[src/rtl/sram_ctrl_pkg.sv]
package sram_ctrl_pkg;
  typedef enum logic [1:0] {
    ST_IDLE   = 2'd0,
    ST_READ   = 2'd1,
    ST_WADDR  = 2'd2,
    ST_WPULSE = 2'd3
  } ctrl_state_e;

  function automatic int unsigned max_u(input int unsigned a, input int unsigned b);
    return (a > b) ? a : b;
  endfunction
endpackage

[src/rtl/sram_ctrl_turn.sv]
// Counts cycles since the output enable last rose; saturates at TA_CYC.
module sram_ctrl_turn #(
  parameter int TA_CYC = 2
) (
  input  logic clk,
  input  logic rst_n,
  input  logic oe_n,
  output logic ta_ok
);
  localparam int TW = $clog2(TA_CYC + 1);
  localparam logic [TW-1:0] TA_MAX = TW'(TA_CYC);

  logic [TW-1:0] gap_cnt;

  always_ff @(posedge clk) begin
    if (!rst_n)              gap_cnt <= TA_MAX;
    else if (!oe_n)          gap_cnt <= '0;
    else if (gap_cnt != TA_MAX) gap_cnt <= gap_cnt + 1'b1;
  end

  assign ta_ok = (gap_cnt == TA_MAX);

  // a cycle with the output enable low always closes the window
  p_turn_reset_r7: assert property (@(posedge clk) disable iff (!rst_n)
    !oe_n |=> !ta_ok);
endmodule

[src/rtl/sram_ctrl_seq.sv]
// Access sequencer: idle, read window, write address phase, write strobe.
module sram_ctrl_seq
  import sram_ctrl_pkg::*;
#(
  parameter int RD_CYC = 4,
  parameter int WE_CYC = 3,
  parameter int SU_CYC = 2
) (
  input  logic        clk,
  input  logic        rst_n,
  input  logic        req_valid,
  input  logic        req_write,
  input  logic        ta_ok,
  output ctrl_state_e st,
  output logic        accept,
  output logic        rd_end,
  output logic        wr_end
);
  localparam int PULSE   = int'(max_u(WE_CYC, SU_CYC));
  localparam int LONGEST = int'(max_u(RD_CYC, PULSE));
  localparam int CW      = $clog2(LONGEST + 1);
  localparam logic [CW-1:0] RD_LAST = CW'(RD_CYC - 1);
  localparam logic [CW-1:0] WE_LAST = CW'(PULSE - 1);

  ctrl_state_e   st_nx;
  logic [CW-1:0] cnt, cnt_nx;

  always_comb begin
    st_nx  = st;
    cnt_nx = cnt;
    accept = 1'b0;
    rd_end = 1'b0;
    wr_end = 1'b0;
    unique case (st)
      ST_IDLE: begin
        if (req_valid) begin
          accept = 1'b1;
          cnt_nx = '0;
          st_nx  = req_write ? ST_WADDR : ST_READ;
        end
      end
      ST_READ: begin
        if (cnt == RD_LAST) begin
          rd_end = 1'b1;
          st_nx  = ST_IDLE;
        end else begin
          cnt_nx = cnt + 1'b1;
        end
      end
      ST_WADDR: begin
        if (ta_ok) begin
          cnt_nx = '0;
          st_nx  = ST_WPULSE;
        end
      end
      ST_WPULSE: begin
        if (cnt == WE_LAST) begin
          wr_end = 1'b1;
          st_nx  = ST_IDLE;
        end else begin
          cnt_nx = cnt + 1'b1;
        end
      end
      default: st_nx = ST_IDLE;
    endcase
  end

  always_ff @(posedge clk) begin
    if (!rst_n) begin
      st  <= ST_IDLE;
      cnt <= '0;
    end else begin
      st  <= st_nx;
      cnt <= cnt_nx;
    end
  end

  // the write strobe phase is entered only from the address phase
  p_pulse_after_addr_r6: assert property (@(posedge clk) disable iff (!rst_n)
    (st == ST_WPULSE && $past(st) != ST_WPULSE) |-> $past(st) == ST_WADDR);
  // every access begins from idle
  p_start_from_idle_r10: assert property (@(posedge clk) disable iff (!rst_n)
    (st == ST_READ && $past(st) != ST_READ) |-> $past(st) == ST_IDLE);
endmodule

[src/rtl/sram_ctrl_dpath.sv]
// Request capture, read capture and response pulse.
module sram_ctrl_dpath #(
  parameter int AW = 13,
  parameter int DW = 8
) (
  input  logic          clk,
  input  logic          rst_n,
  input  logic          accept,
  input  logic [AW-1:0] req_addr,
  input  logic [DW-1:0] req_wdata,
  input  logic          rd_end,
  input  logic          wr_end,
  input  logic [DW-1:0] bus_in,
  output logic [AW-1:0] addr_q,
  output logic [DW-1:0] wdata_q,
  output logic [DW-1:0] rdata_q,
  output logic          ack
);
  always_ff @(posedge clk) begin
    if (!rst_n) begin
      addr_q  <= '0;
      wdata_q <= '0;
      rdata_q <= '0;
      ack     <= 1'b0;
    end else begin
      if (accept) begin
        addr_q  <= req_addr;
        wdata_q <= req_wdata;
      end
      if (rd_end) rdata_q <= bus_in;
      ack <= rd_end | wr_end;
    end
  end

  // the read byte is held between read completions
  p_rdata_hold_r3: assert property (@(posedge clk) disable iff (!rst_n)
    !rd_end |=> $stable(rdata_q));
  // request fields are captured only at acceptance
  p_addr_hold_r2: assert property (@(posedge clk) disable iff (!rst_n)
    !accept |=> $stable(addr_q));
endmodule

[src/rtl/sram_async_ctrl.sv]
module sram_async_ctrl
  import sram_ctrl_pkg::*;
#(
  parameter int AW     = 13,
  parameter int DW     = 8,
  parameter int RD_CYC = 4,
  parameter int WE_CYC = 3,
  parameter int SU_CYC = 2,
  parameter int TA_CYC = 2
) (
  input  logic          clk,
  input  logic          rst_n,
  input  logic          req_valid,
  output logic          req_ready,
  input  logic          req_write,
  input  logic [AW-1:0] req_addr,
  input  logic [DW-1:0] req_wdata,
  output logic          rsp_valid,
  output logic [DW-1:0] rsp_rdata,
  output logic [AW-1:0] ram_addr,
  output logic          ram_ce1_n,
  output logic          ram_ce2,
  output logic          ram_oe_n,
  output logic          ram_we_n,
  output logic [DW-1:0] ram_dq_out,
  output logic          ram_dq_oe,
  input  logic [DW-1:0] ram_dq_in
);
  ctrl_state_e st;
  logic accept, rd_end, wr_end, ta_ok;

  sram_ctrl_turn #(.TA_CYC(TA_CYC)) u_turn (
    .clk(clk), .rst_n(rst_n), .oe_n(ram_oe_n), .ta_ok(ta_ok)
  );

  sram_ctrl_seq #(.RD_CYC(RD_CYC), .WE_CYC(WE_CYC), .SU_CYC(SU_CYC)) u_seq (
    .clk(clk), .rst_n(rst_n), .req_valid(req_valid), .req_write(req_write),
    .ta_ok(ta_ok), .st(st), .accept(accept), .rd_end(rd_end), .wr_end(wr_end)
  );

  sram_ctrl_dpath #(.AW(AW), .DW(DW)) u_dpath (
    .clk(clk), .rst_n(rst_n), .accept(accept), .req_addr(req_addr),
    .req_wdata(req_wdata), .rd_end(rd_end), .wr_end(wr_end), .bus_in(ram_dq_in),
    .addr_q(ram_addr), .wdata_q(ram_dq_out), .rdata_q(rsp_rdata), .ack(rsp_valid)
  );

  // Strobes decoded from the registered state
  assign req_ready = (st == ST_IDLE);
  assign ram_ce1_n = (st == ST_IDLE);
  assign ram_ce2   = (st != ST_IDLE);
  assign ram_oe_n  = (st != ST_READ);
  assign ram_we_n  = (st != ST_WPULSE);
  assign ram_dq_oe = (st == ST_WPULSE);

  // strobes never both active
  p_oe_we_excl_r8: assert property (@(posedge clk) disable iff (!rst_n)
    !(~ram_oe_n && ~ram_we_n));
  // no drive while the RAM may be driving
  p_drive_oe_r8: assert property (@(posedge clk) disable iff (!rst_n)
    ram_dq_oe |-> ram_oe_n);
  // write byte stable across the strobe
  p_data_stable_r5: assert property (@(posedge clk) disable iff (!rst_n)
    (!ram_we_n && $past(!ram_we_n)) |-> $stable(ram_dq_out));
  // address stable while selected
  p_addr_stable_r11: assert property (@(posedge clk) disable iff (!rst_n)
    (!ram_ce1_n && $past(!ram_ce1_n)) |-> $stable(ram_addr));
  // single-cycle response
  p_ack_pulse_r9: assert property (@(posedge clk) disable iff (!rst_n)
    rsp_valid |=> !rsp_valid);
  // response cycle is a deselected idle cycle
  p_idle_gap_r10: assert property (@(posedge clk) disable iff (!rst_n)
    rsp_valid |-> (ram_ce1_n && !ram_ce2 && ram_we_n && ram_oe_n));
  // acceptance closes the ready window
  p_ready_drop_r2: assert property (@(posedge clk) disable iff (!rst_n)
    (req_valid && req_ready) |=> !req_ready);
endmodule

[config.mk]
export PLATFORM = sky130hd
export DESIGN_NAME = sram_async_ctrl
export DESIGN_NICKNAME = d
export VERILOG_FILES = /design/src/rtl/sram_ctrl_pkg.sv /design/src/rtl/sram_ctrl_turn.sv /design/src/rtl/sram_ctrl_seq.sv /design/src/rtl/sram_ctrl_dpath.sv /design/src/rtl/sram_async_ctrl.sv
export SDC_FILE = /design/constraint.sdc
export NUM_CORES = 1
export LEC_CHECK = 0
export BUFFER_PORTS_ARGS = -buffer_cell sky130_fd_sc_hd__buf_4
export CAP_MARGIN = 20
export CORE_MARGIN = 10
export CORE_UTILIZATION = 30
export CTS_BUF_LIST = sky130_fd_sc_hd__clkbuf_16
export DETAILED_ROUTE_END_ITERATION = 6
export MAX_ROUTING_LAYER = met4
export SYNTH_ARGS = -nofsm -noshare
export SYNTH_HDL_FRONTEND = slang
export SYNTH_HIERARCHICAL = 1
export SYNTH_SLANG_ARGS = --single-unit
[constraint.sdc]
create_clock -name clk -period 2.4 [get_ports clk]
set_input_delay 0.24 -clock clk [delete_from_list [all_inputs] [get_ports clk]]
set_output_delay 0.24 -clock clk [all_outputs]
set_load 0.05 [all_outputs]
==> flow_summary.yaml, run 1 <==
status:
  status: "complete, no violations"
power_and_ir_drop:
  seq_power_share_pct: 38.3
  p_total_w: 0.00177
  switchingPower_w: 0.000490
  p_int_w: 0.00128
  switching_share_pct: 27.7
  combPwrFrac_pct: 20.2
  p_per_area_mw_per_mm2: 776
  ir_worst_vdd_mv: 0.305
  p_leak_nw: 0.983
  clkPwrFrac_pct: 41.5
cts:
  cts_root_buffer: "clkbuf_16"
  clock_latency_ns: 0.28
  cts.sinks: 37
  cts_buffer_depth: 2
  cts_resized: 0
  cts_hold_buf: 0
  cts_made_buffers: 5
  htreeDepth: 2
  cts_setup_buffers: 0
  path_clk_slew_ns: 0.06
  cts_tree: "built"
setup_path:
  timing.rr.start: "u_seq/cnt[0]"
  path_buf_inv: 1
  reg2reg_slack_ns: 0.85
  cp.required_ns: 2.59
  path_class: "reg -> reg"
  crit_fanout: 3
  cp.arrival_ns: 1.74
  crit_start: "u_seq/cnt[0]"
  critical-path-slowest-cell: "mux4_2"
  max_stage_delay_ns: 0.55
  critPathTopFamily: "multiplexers"
  critPathLaunchType: "flip-flop"
  path_cells: "inv_1 -> ha_1 -> nand2b_1 -> mux4_2 -> o32ai_2"
  endpoint_kind: "flip-flop"
sta:
  hold-worst-slack_ns: 0.218
  fin_crit_ns: 1.55
  relSlewSlack_pct: 70.2
  slew_viol_final: 0
  worst_pin_slew_ns: 0.446
  fin_skew_ns: 0.00511
  finalSetupTns_ns: 0
  rsz0062_at_grt: "false"
  max_freq_mhz: 645
  finalSetupViolations: 0
  hold_viol: 0
  fin_crit_sh_pct: 64.6
floorplanning:
  ioPinCount: 69
  die_w_um: 92.5
  initial_utilization_pct: 30.9
  core_mm2: 0.00511
  rows: 26
  die_h_um: 92.5
  dieArea_mm2: 0.00855
synth:
  ys_warn_count: 6
  synth_edf_count: 0
  seq_area_frac_synth_pct: 47.0
  ys_seq_elements: 37
  syn_area_mm2: 0.00158
  async_flop_share_pct: 0
  ys_types: 28
  syn-instance-count: 144
  avgSynthCellArea_um2: 10.9
  syn-num-nets: 180
  synth_ff_type: "dfxtp_1"
final_layout:
  num_antenna_cells: 0
  final_util_pct: 44.6
  fin_cells: 283
  final_net_count: 248
  syn_to_final_growth_pct: 44.6
  drive_gt1_share_pct: 39.9
routing:
  num_vias: 1200
  routedWlPerCell_um: 13.8
  drtPass1Iterations: 4
  drtIter0Drc: 53
  drtAntennaViolNets: 0
  drc: 0
  viasPerCell: 4.24
  routed_wl_um: 3910
grt:
  track_usage_pct: 9.40
  grt_max_degree: 37
  antenna_found_initial: 0
  grt_pass1_wl_um: 6400
  grt-ovfl-total: 0
  grt_pass1_vias: 1267
placement:
  dp_hpwl_um: 2840
  dp_cells: 275
  gp_congestion: 0.839
  portBuffers: 68
flow_run:
  maxCapViolCount: 0
worst_hold_path:
  hp-class: "in -> reg"
  min-delay-start: "ram_dq_in[6]"
-- cell usage after synthesis, types with 2 or more instances --
library cell / count / area [um2]
a211oi_1: 2 / 15.0
buf_12: 2 / 40.0
buf_4: 2 / 15.0
clkbuf_1: 4 / 15.0
dfxtp_1: 37 / 741
ha_1: 3 / 37.5
inv_1: 5 / 18.8
mux2i_1: 32 / 320
nand2_1: 5 / 18.8
nand2b_1: 2 / 12.5
nor2_1: 3 / 11.3
nor2b_1: 29 / 181
nor3_1: 2 / 10.0
or3_2: 2 / 15.0
-- logic make-up after synthesis --
| kind of cell | after synthesis | share of synthesized area [%] |
|---|---|---|
| flops | 37 | 47.0 |
| fa+ha+maj | 3 | 2.38 |
| buf+inv | 15 | 6.59 |
| mux | 33 | 21.7 |
| simple gates | 48 | 18.0 |
| xor+xnor | 1 | 0.556 |
| compound gates | 7 | 3.73 |
-- power groups by stage --
| stage | sequential, W | clock, W | combinational, W |
|---|---|---|---|
| after CTS | 0.000678 | 0.000756 | 0.000363 |
| after global placement | 0.000690 | 0 | 0.000360 |
| final | 0.000678 | 0.000733 | 0.000357 |
| after detailed placement | 0.000690 | 0 | 0.000363 |
| after global routing | 0.000683 | 0.000780 | 0.000381 |
| after floorplan | 0.000774 | 0 | 0.000172 |
-- layout by cell type, fill, tap and decap left out --
master	instances
o21ai_1	1
inv_1	5
nor3b_2	1
mux4_2	1
a221oi_1	1
or2_1	1
inv_2	1
o32ai_2	1
clkbuf_16	5
ha_1	3
nor2_1	3
clkinvlp_4	1
nor2b_1	29
nand2_1	5
buf_4	70
and2_2	1
dfxtp_1	37
xnor2_1	1
nor3_1	2
mux2i_1	32
nand2b_1	2
o21a_1	1
a211oi_1	2
nand3_1	1
or3_2	2
bufinv_16	1
a31oi_1	1
and2b_2	1
clkinv_1	1
-- per-stage QoR --
stage,setup slack [ns],cell area [um2]
floorplan,0.742,1580
global placement,0.892,2110
detailed placement,0.883,2110
CTS,0.838,2280
global route,0.758,2280
finish,0.848,2280
-- path summary, 6_finish.rpt --
check	endpoint	depth (start not counted)
min	u_dpath/rdata_q[6]	3
max reg2reg	u_seq/cnt[0]	5
max	u_seq/cnt[0]	5
min reg2reg	u_turn/gap_cnt[0]	1
-- worst reg2reg max path, stage by stage, from the launching register on --
cell and delay [ns]:
dfxtp_1 0.32, inv_1 0.12, ha_1 0.16, nand2b_1 0.11, mux4_2 0.55, o32ai_2 0.21
-- sequential cells by signal, summed over array words and instances, names as in the netlist --
name,count
u_dpath/rdata_q,8
u_seq/cnt,3
u_turn/gap_cnt,2
u_dpath/ack,1
u_dpath/addr_q,13
u_seq/st,2
u_dpath/wdata_q,8
-- routing by layer --
metal / wire length, um / vias up / global-route usage (%) / share of wire (%)
li1: - / 613 / - / -
met1: 1720 / 529 / 10.8 / 44
met2: 1680 / 52 / 12.8 / 43
met3: 467 / 6 / 6.46 / 12
met4: 45 / 0 / 2.70 / 1.2
met5: 0 / - / - / 0
-- cell type report --
cell class                      count  area [um2]
Fill cell                         500        2830
Clock buffer                        5         125
Multi-Input combinational cell     92         737
Timing Repair Buffer               70         526
Clock inverter                      3        41.3
Tap cell                           70        87.6
Sequential cell                    37         741
Inverter                            6        22.5
(Power assumes the default switching activity.)
==> run 2, diff against run 1 <==
ABC_AREA = 1   (was unset)
clock period = 1.43 ns   (was 2.4 ns; I/O delays follow)
==> run 2 against run 1 <==
Compared with the run above:
- sequential cell count stayed put
- cell count is 42% higher
- critical endpoint is now ram_oe_n
- utilization is 0.55 points lower
- synthesized cell count is 80% higher
- combinational power grew to 7.2 times the previous value
- clock power is 36% higher
- largest power group is now combinational logic
- critical path type is now reg -> out
==> flow_summary.yaml, run 2 <==
routing:
  routedWlPerCell_um: 10.3
  drc: 0
  wl_met3_um: 332
  routed_wl_um: 4130
  viasPerCell: 3.91
  drtPass1Iterations: 3
  drt-met1-wl_um: 1860
  drtAntennaViolNets: 0
  top_layer: "met3"
  drtIter0Drc: 42
  num_vias: 1572
  dr_wl_met2_um: 1940
floorplanning:
  die_w_um: 95.6
  ioPinCount: 69
  dieArea_mm2: 0.00914
  initial_utilization_pct: 31.0
  rows: 27
  core_mm2: 0.00554
  die_h_um: 95.6
synth:
  synth_edf_count: 0
  syn_area_mm2: 0.00172
  synth_ff_type: "dfxtp_1"
  syn-num-nets: 295
  synth_common_cells: "nand2_1 (72), nor2_1 (72), inv_1 (42)"
  syn-instance-count: 259
  netlist.area_leader.share_pct: 43.2
  ys_seq_elements: 37
  avgSynthCellArea_um2: 6.62
  async_flop_share_pct: 0
  ys_types: 19
  synth_area_leader_cell: "dfxtp_1"
  synth_area_leaders: "dfxtp_1 (43%), nand2_1 (16%), nor2_1 (16%)"
  seq_area_frac_synth_pct: 43.2
  ys_warn_count: 6
final_layout:
  largest-register: "u_dpath/addr_q"
  reg.largest.list: "u_dpath/addr_q (13), u_dpath/rdata_q (8), u_dpath/wdata_q (8)"
  register_area_um2: 743
  syn_to_final_growth_pct: 42.4
  layout_common_cells: "buf_4 (73), nand2_1 (71), nor2_1 (70)"
  final_common_cell: "buf_4"
  drive_gt1_share_pct: 29.1
  final_net_count: 366
  multi_input_area_um2: 712
  fillCellCount: 588
  largest_reg_flops: 13
  num_antenna_cells: 0
  final_area_mm2: 0.00244
cts:
  cts_made_buffers: 5
  htreeDepth: 2
  cts_hold_buf: 0
  cts.sinks: 37
  cts_root_buffer: "clkbuf_16"
  path_clk_slew_ns: 0.05
  clock_latency_ns: 0.27
  cts_tree: "built"
  cts_buffer_depth: 2
grt:
  grt_max_degree: 43
  track_usage_pct: 9.16
  grt-ovfl-total: 0
  antenna_found_initial: 0
  grt_pass1_wl_um: 6680
  grt_pass1_vias: 1507
sta:
  relSlewSlack_pct: 73.7
  fin_crit_ns: 1.30
  fin_crit_sh_pct: 90.8
  rsz0062_at_grt: "false"
  hold_viol: 0
  finalSetupViolations: 0
  worst_pin_slew_ns: 0.395
  hold-worst-slack_ns: 0.159
  max_freq_mhz: 771
  fin_skew_ns: 0.00289
  slew_viol_final: 0
setup_path:
  crit_start: "u_seq/st[1]"
  reg2reg_slack_ns: 0.13
  cp.arrival_ns: 1.15
  crit_fanout: 7
  cp.required_ns: 1.29
  timing.rr.start: "u_seq/cnt[1]"
  endpoint_kind: "output port"
  path_class: "reg -> out"
  critPathLaunchType: "flip-flop"
placement:
  place_area_mm2: 0.00226
  portBuffers: 68
  dp_hpwl_um: 3040
  gp_congestion: 0.827
worst_hold_path:
  min-delay-start: "req_wdata[3]"
  hp-class: "in -> reg"
status:
  status: "complete, no violations"
power_and_ir_drop:
  p_per_area_mw_per_mm2: 2060
  ir_worst_vdd_mv: 0.779
  p_leak_nw: 1.33
flow_run:
  maxCapViolCount: 0
run 2: critical path, stage by stage, from the launching register on:
cell	delay, ns
dfxtp_1	0.34
buf_4	0.16
inv_1	0.06
nand2_1	0.11
buf_4	0.22
run 2: worst paths after layout:
path              depth (start not counted)                  to
setup / recovery                          4            ram_oe_n
hold / removal                            5  u_dpath/wdata_q[3]
setup reg to reg                          7  u_dpath/rdata_q[4]
hold reg to reg                           1   u_turn/gap_cnt[0]
run 2: logic make-up after synthesis:
family	share of synthesized area, %
fa+ha+maj	2.19
compound gates	1.31
flops	43.2
buf+inv	16.2
simple gates	37.1
run 2: layer usage:
| layer | track usage [%] | vias up |
|---|---|---|
| met5 | - | - |
| met4 | 1.84 | 0 |
| met3 | 4.16 | 0 |
| met1 | 10.2 | 647 |
| met2 | 14.8 | 40 |
| li1 | - | 885 |
run 2: area by class of cell:
type,instances,share of cell area (%)
multi-input cells,166,29.1
inverters,45,7.07
repair buffers,75,24.1
well taps,72,3.69
clock inverters,2,0.461
clock buffers,5,5.12
flip-flops and latches,37,30.4
run 2: per-stage QoR:
| stage | TNS (ns) | utilization [%] | power (W) | worst slack (ns) | cells |
|---|---|---|---|---|---|
| 4_1_cts | 0 | 43.9 | 0.00508 | 0.0346 | 402 |
| 3_3_place_gp | 0 | 40.8 | 0.00402 | 0.0126 | 393 |
| 3_5_place_dp | -0.180 | 40.8 | 0.00405 | -0.0368 | 393 |
| 6_report | 0 | 44.1 | 0.00503 | 0.132 | 402 |
| 5_1_grt | 0 | 44.1 | 0.00541 | 0.00486 | 402 |
| 2_1_floorplan | 0 | - | 0.00340 | 0.0200 | 259 |
run 2: repair_timing:
action	in CTS	in global routing
resized for setup	1	5
setup buffers	2	0
endpoints found under the setup margin	8	11
pin swaps	0	2
run 2: power breakdown:
group          switching [W]  leakage [nW]  total, W  internal, W
Sequential          0.000160         0.305   0.00146      0.00130
Combinational        0.00173         0.961   0.00257     0.000844
Clock               0.000371        0.0633  0.000998     0.000628
Total                0.00226          1.33   0.00503      0.00277
==> run 3, diff against run 2 <==
PLACE_DENSITY = 0.66   (was unset)
==> run 3 against run 2 <==
Compared with the run above:
- utilization is 0.090 points higher
- wire length is 2.3% higher
- first-iteration DRC count is 14% higher
- sequential share of layout area is 0.062 points lower
- power hardly changed
- critical path depth is 2 higher
- clock power is 1% lower
- cell count is 0.25% higher
- register-to-register slack worse by 0.05 ns
- combinational power hardly changed
- die area stayed put
- count of clock-buffer cells in the layout stayed put
- highest routed layer unchanged
==> flow_summary.yaml, run 3 (synthesis results as in run 2) <==
placement:
  dp_cells: 393
  gp_congestion: 0.841
  dp_hpwl_um: 3230
  portBuffers: 68
grt:
  grt_pass1_wl_um: 6870
  antenna_found_initial: 0
  grt-ovfl-total: 0
  grt_pass1_vias: 1557
  track_usage_pct: 9.51
  grt_max_degree: 43
cts:
  cts_tree: "built"
  cts_root_buffer: "clkbuf_16"
  htreeDepth: 2
  path_clk_slew_ns: 0.05
  clock_latency_ns: 0.27
  cts_made_buffers: 5
  cts_hold_buf: 0
  cts.sinks: 37
  cts_buffer_depth: 2
final_layout:
  final_net_count: 368
  layout_common_cells: "buf_4 (75), nand2_1 (71), nor2_1 (68)"
  drive_gt1_share_pct: 30.2
  fin_cells: 403
  final_util_pct: 44.2
  syn_to_final_growth_pct: 42.7
  reg.largest.list: "u_dpath/addr_q (13), u_dpath/rdata_q (8), u_dpath/wdata_q (8)"
  largest-register: "u_dpath/addr_q"
  num_antenna_cells: 0
  largest_reg_flops: 13
  final_common_cell: "buf_4"
floorplanning:
  die_h_um: 95.6
  ioPinCount: 69
  dieArea_mm2: 0.00914
  rows: 27
  initial_utilization_pct: 31.0
  die_w_um: 95.6
  core_mm2: 0.00554
routing:
  routedWlPerCell_um: 10.5
  drtAntennaViolNets: 0
  drc: 0
  viasPerCell: 4.03
  drtPass1Iterations: 4
  num_vias: 1623
  routed_wl_um: 4230
  drtIter0Drc: 48
sta:
  slew_viol_final: 0
  fin_crit_sh_pct: 93.9
  hold_viol: 0
  fin_skew_ns: 0.00266
  worst_pin_slew_ns: 0.377
  relSlewSlack_pct: 74.9
  finalSetupViolations: 0
  hold-worst-slack_ns: 0.155
  rsz0062_at_grt: "false"
  max_freq_mhz: 744
  fin_crit_ns: 1.34
setup_path:
  path_buf_inv: 2
  critPathLaunchType: "flip-flop"
  endpoint_kind: "flip-flop"
  path_cells: "ha_1 -> ha_2 -> nand3_2 -> clkinvlp_4 -> buf_4 -> o21a_1"
  reg2reg_slack_ns: 0.09
  cp.arrival_ns: 1.51
  critical-path-slowest-cell: "dfxtp_1"
  cp.required_ns: 1.59
  critPathTopFamily: "adder cells"
  crit_fanout: 4
  path_class: "reg -> reg"
  max_stage_delay_ns: 0.31
worst_hold_path:
  hp-class: "in -> reg"
power_and_ir_drop:
  p_total_w: 0.00503
  p_per_area_mw_per_mm2: 2050
  p_leak_nw: 1.34
  ir_worst_vdd_mv: 1.32
status:
  status: "complete, no violations"
flow_run:
  maxCapViolCount: 0
==> run 3: path summary, 6_finish.rpt <==
check,start,endpoint,depth (start not counted)
hold / removal,ram_dq_in[4],u_dpath/rdata_q[4],5
setup reg to reg,u_seq/cnt[0],u_dpath/ack,6
hold reg to reg,u_turn/gap_cnt[1],u_turn/gap_cnt[0],1
setup / recovery,u_seq/cnt[0],u_dpath/ack,6
==> run 3: per-layer routing <==
metal	up-vias	share of wire [%]	track usage, %
met3	0	9.4	3.93
li1	891	-	-
met2	52	47	15.9
met5	-	0	-
met4	0	0	2.58
met1	680	43	10.1
==> run 3: final cells by class <==
type                            instances  area [um2]
Clock buffer                            5         125
Clock inverter                          1        5.00
Fill cell                             585        3090
Inverter                               45         173
Multi-Input combinational cell        166         717
Sequential cell                        37         743
Tap cell                               72        90.1
Timing Repair Buffer                   77         594
==> run 3: where the power goes <==
part / leakage (nW) / switching, W / internal [W]
Combinational: 0.971 / 0.00174 / 0.000846
Clock: 0.0655 / 0.000367 / 0.000621
Sequential: 0.305 / 0.000158 / 0.00130
==> run 3: per-stage QoR <==
stage / setup TNS, ns / worst slack, ns / cell area, um2
floorplan: 0 / 0.0200 / 1720
global placement: 0 / 0.0443 / 2260
detailed placement: -0.320 / -0.0502 / 2260
CTS: 0 / 0.0110 / 2430
global route: 0 / 0.00546 / 2450
finish: 0 / 0.0867 / 2450
==> run 3: repair_timing <==
item | 4_1_cts | 5_1_grt
setup buffers | 4 | 0
resized for setup | 1 | 8
setup endpoints to repair | 8 | 12
endpoints found under the hold margin | 0 | 0
cloned | 0 | 0
pin swaps | 0 | 2
==> run 3: tightest hold or removal path: stages <==
cell,delay [ns]
buf_4,0.08
inv_1,0.03
nand2_1,0.04
nand2_1,0.04
nor2_1,0.06
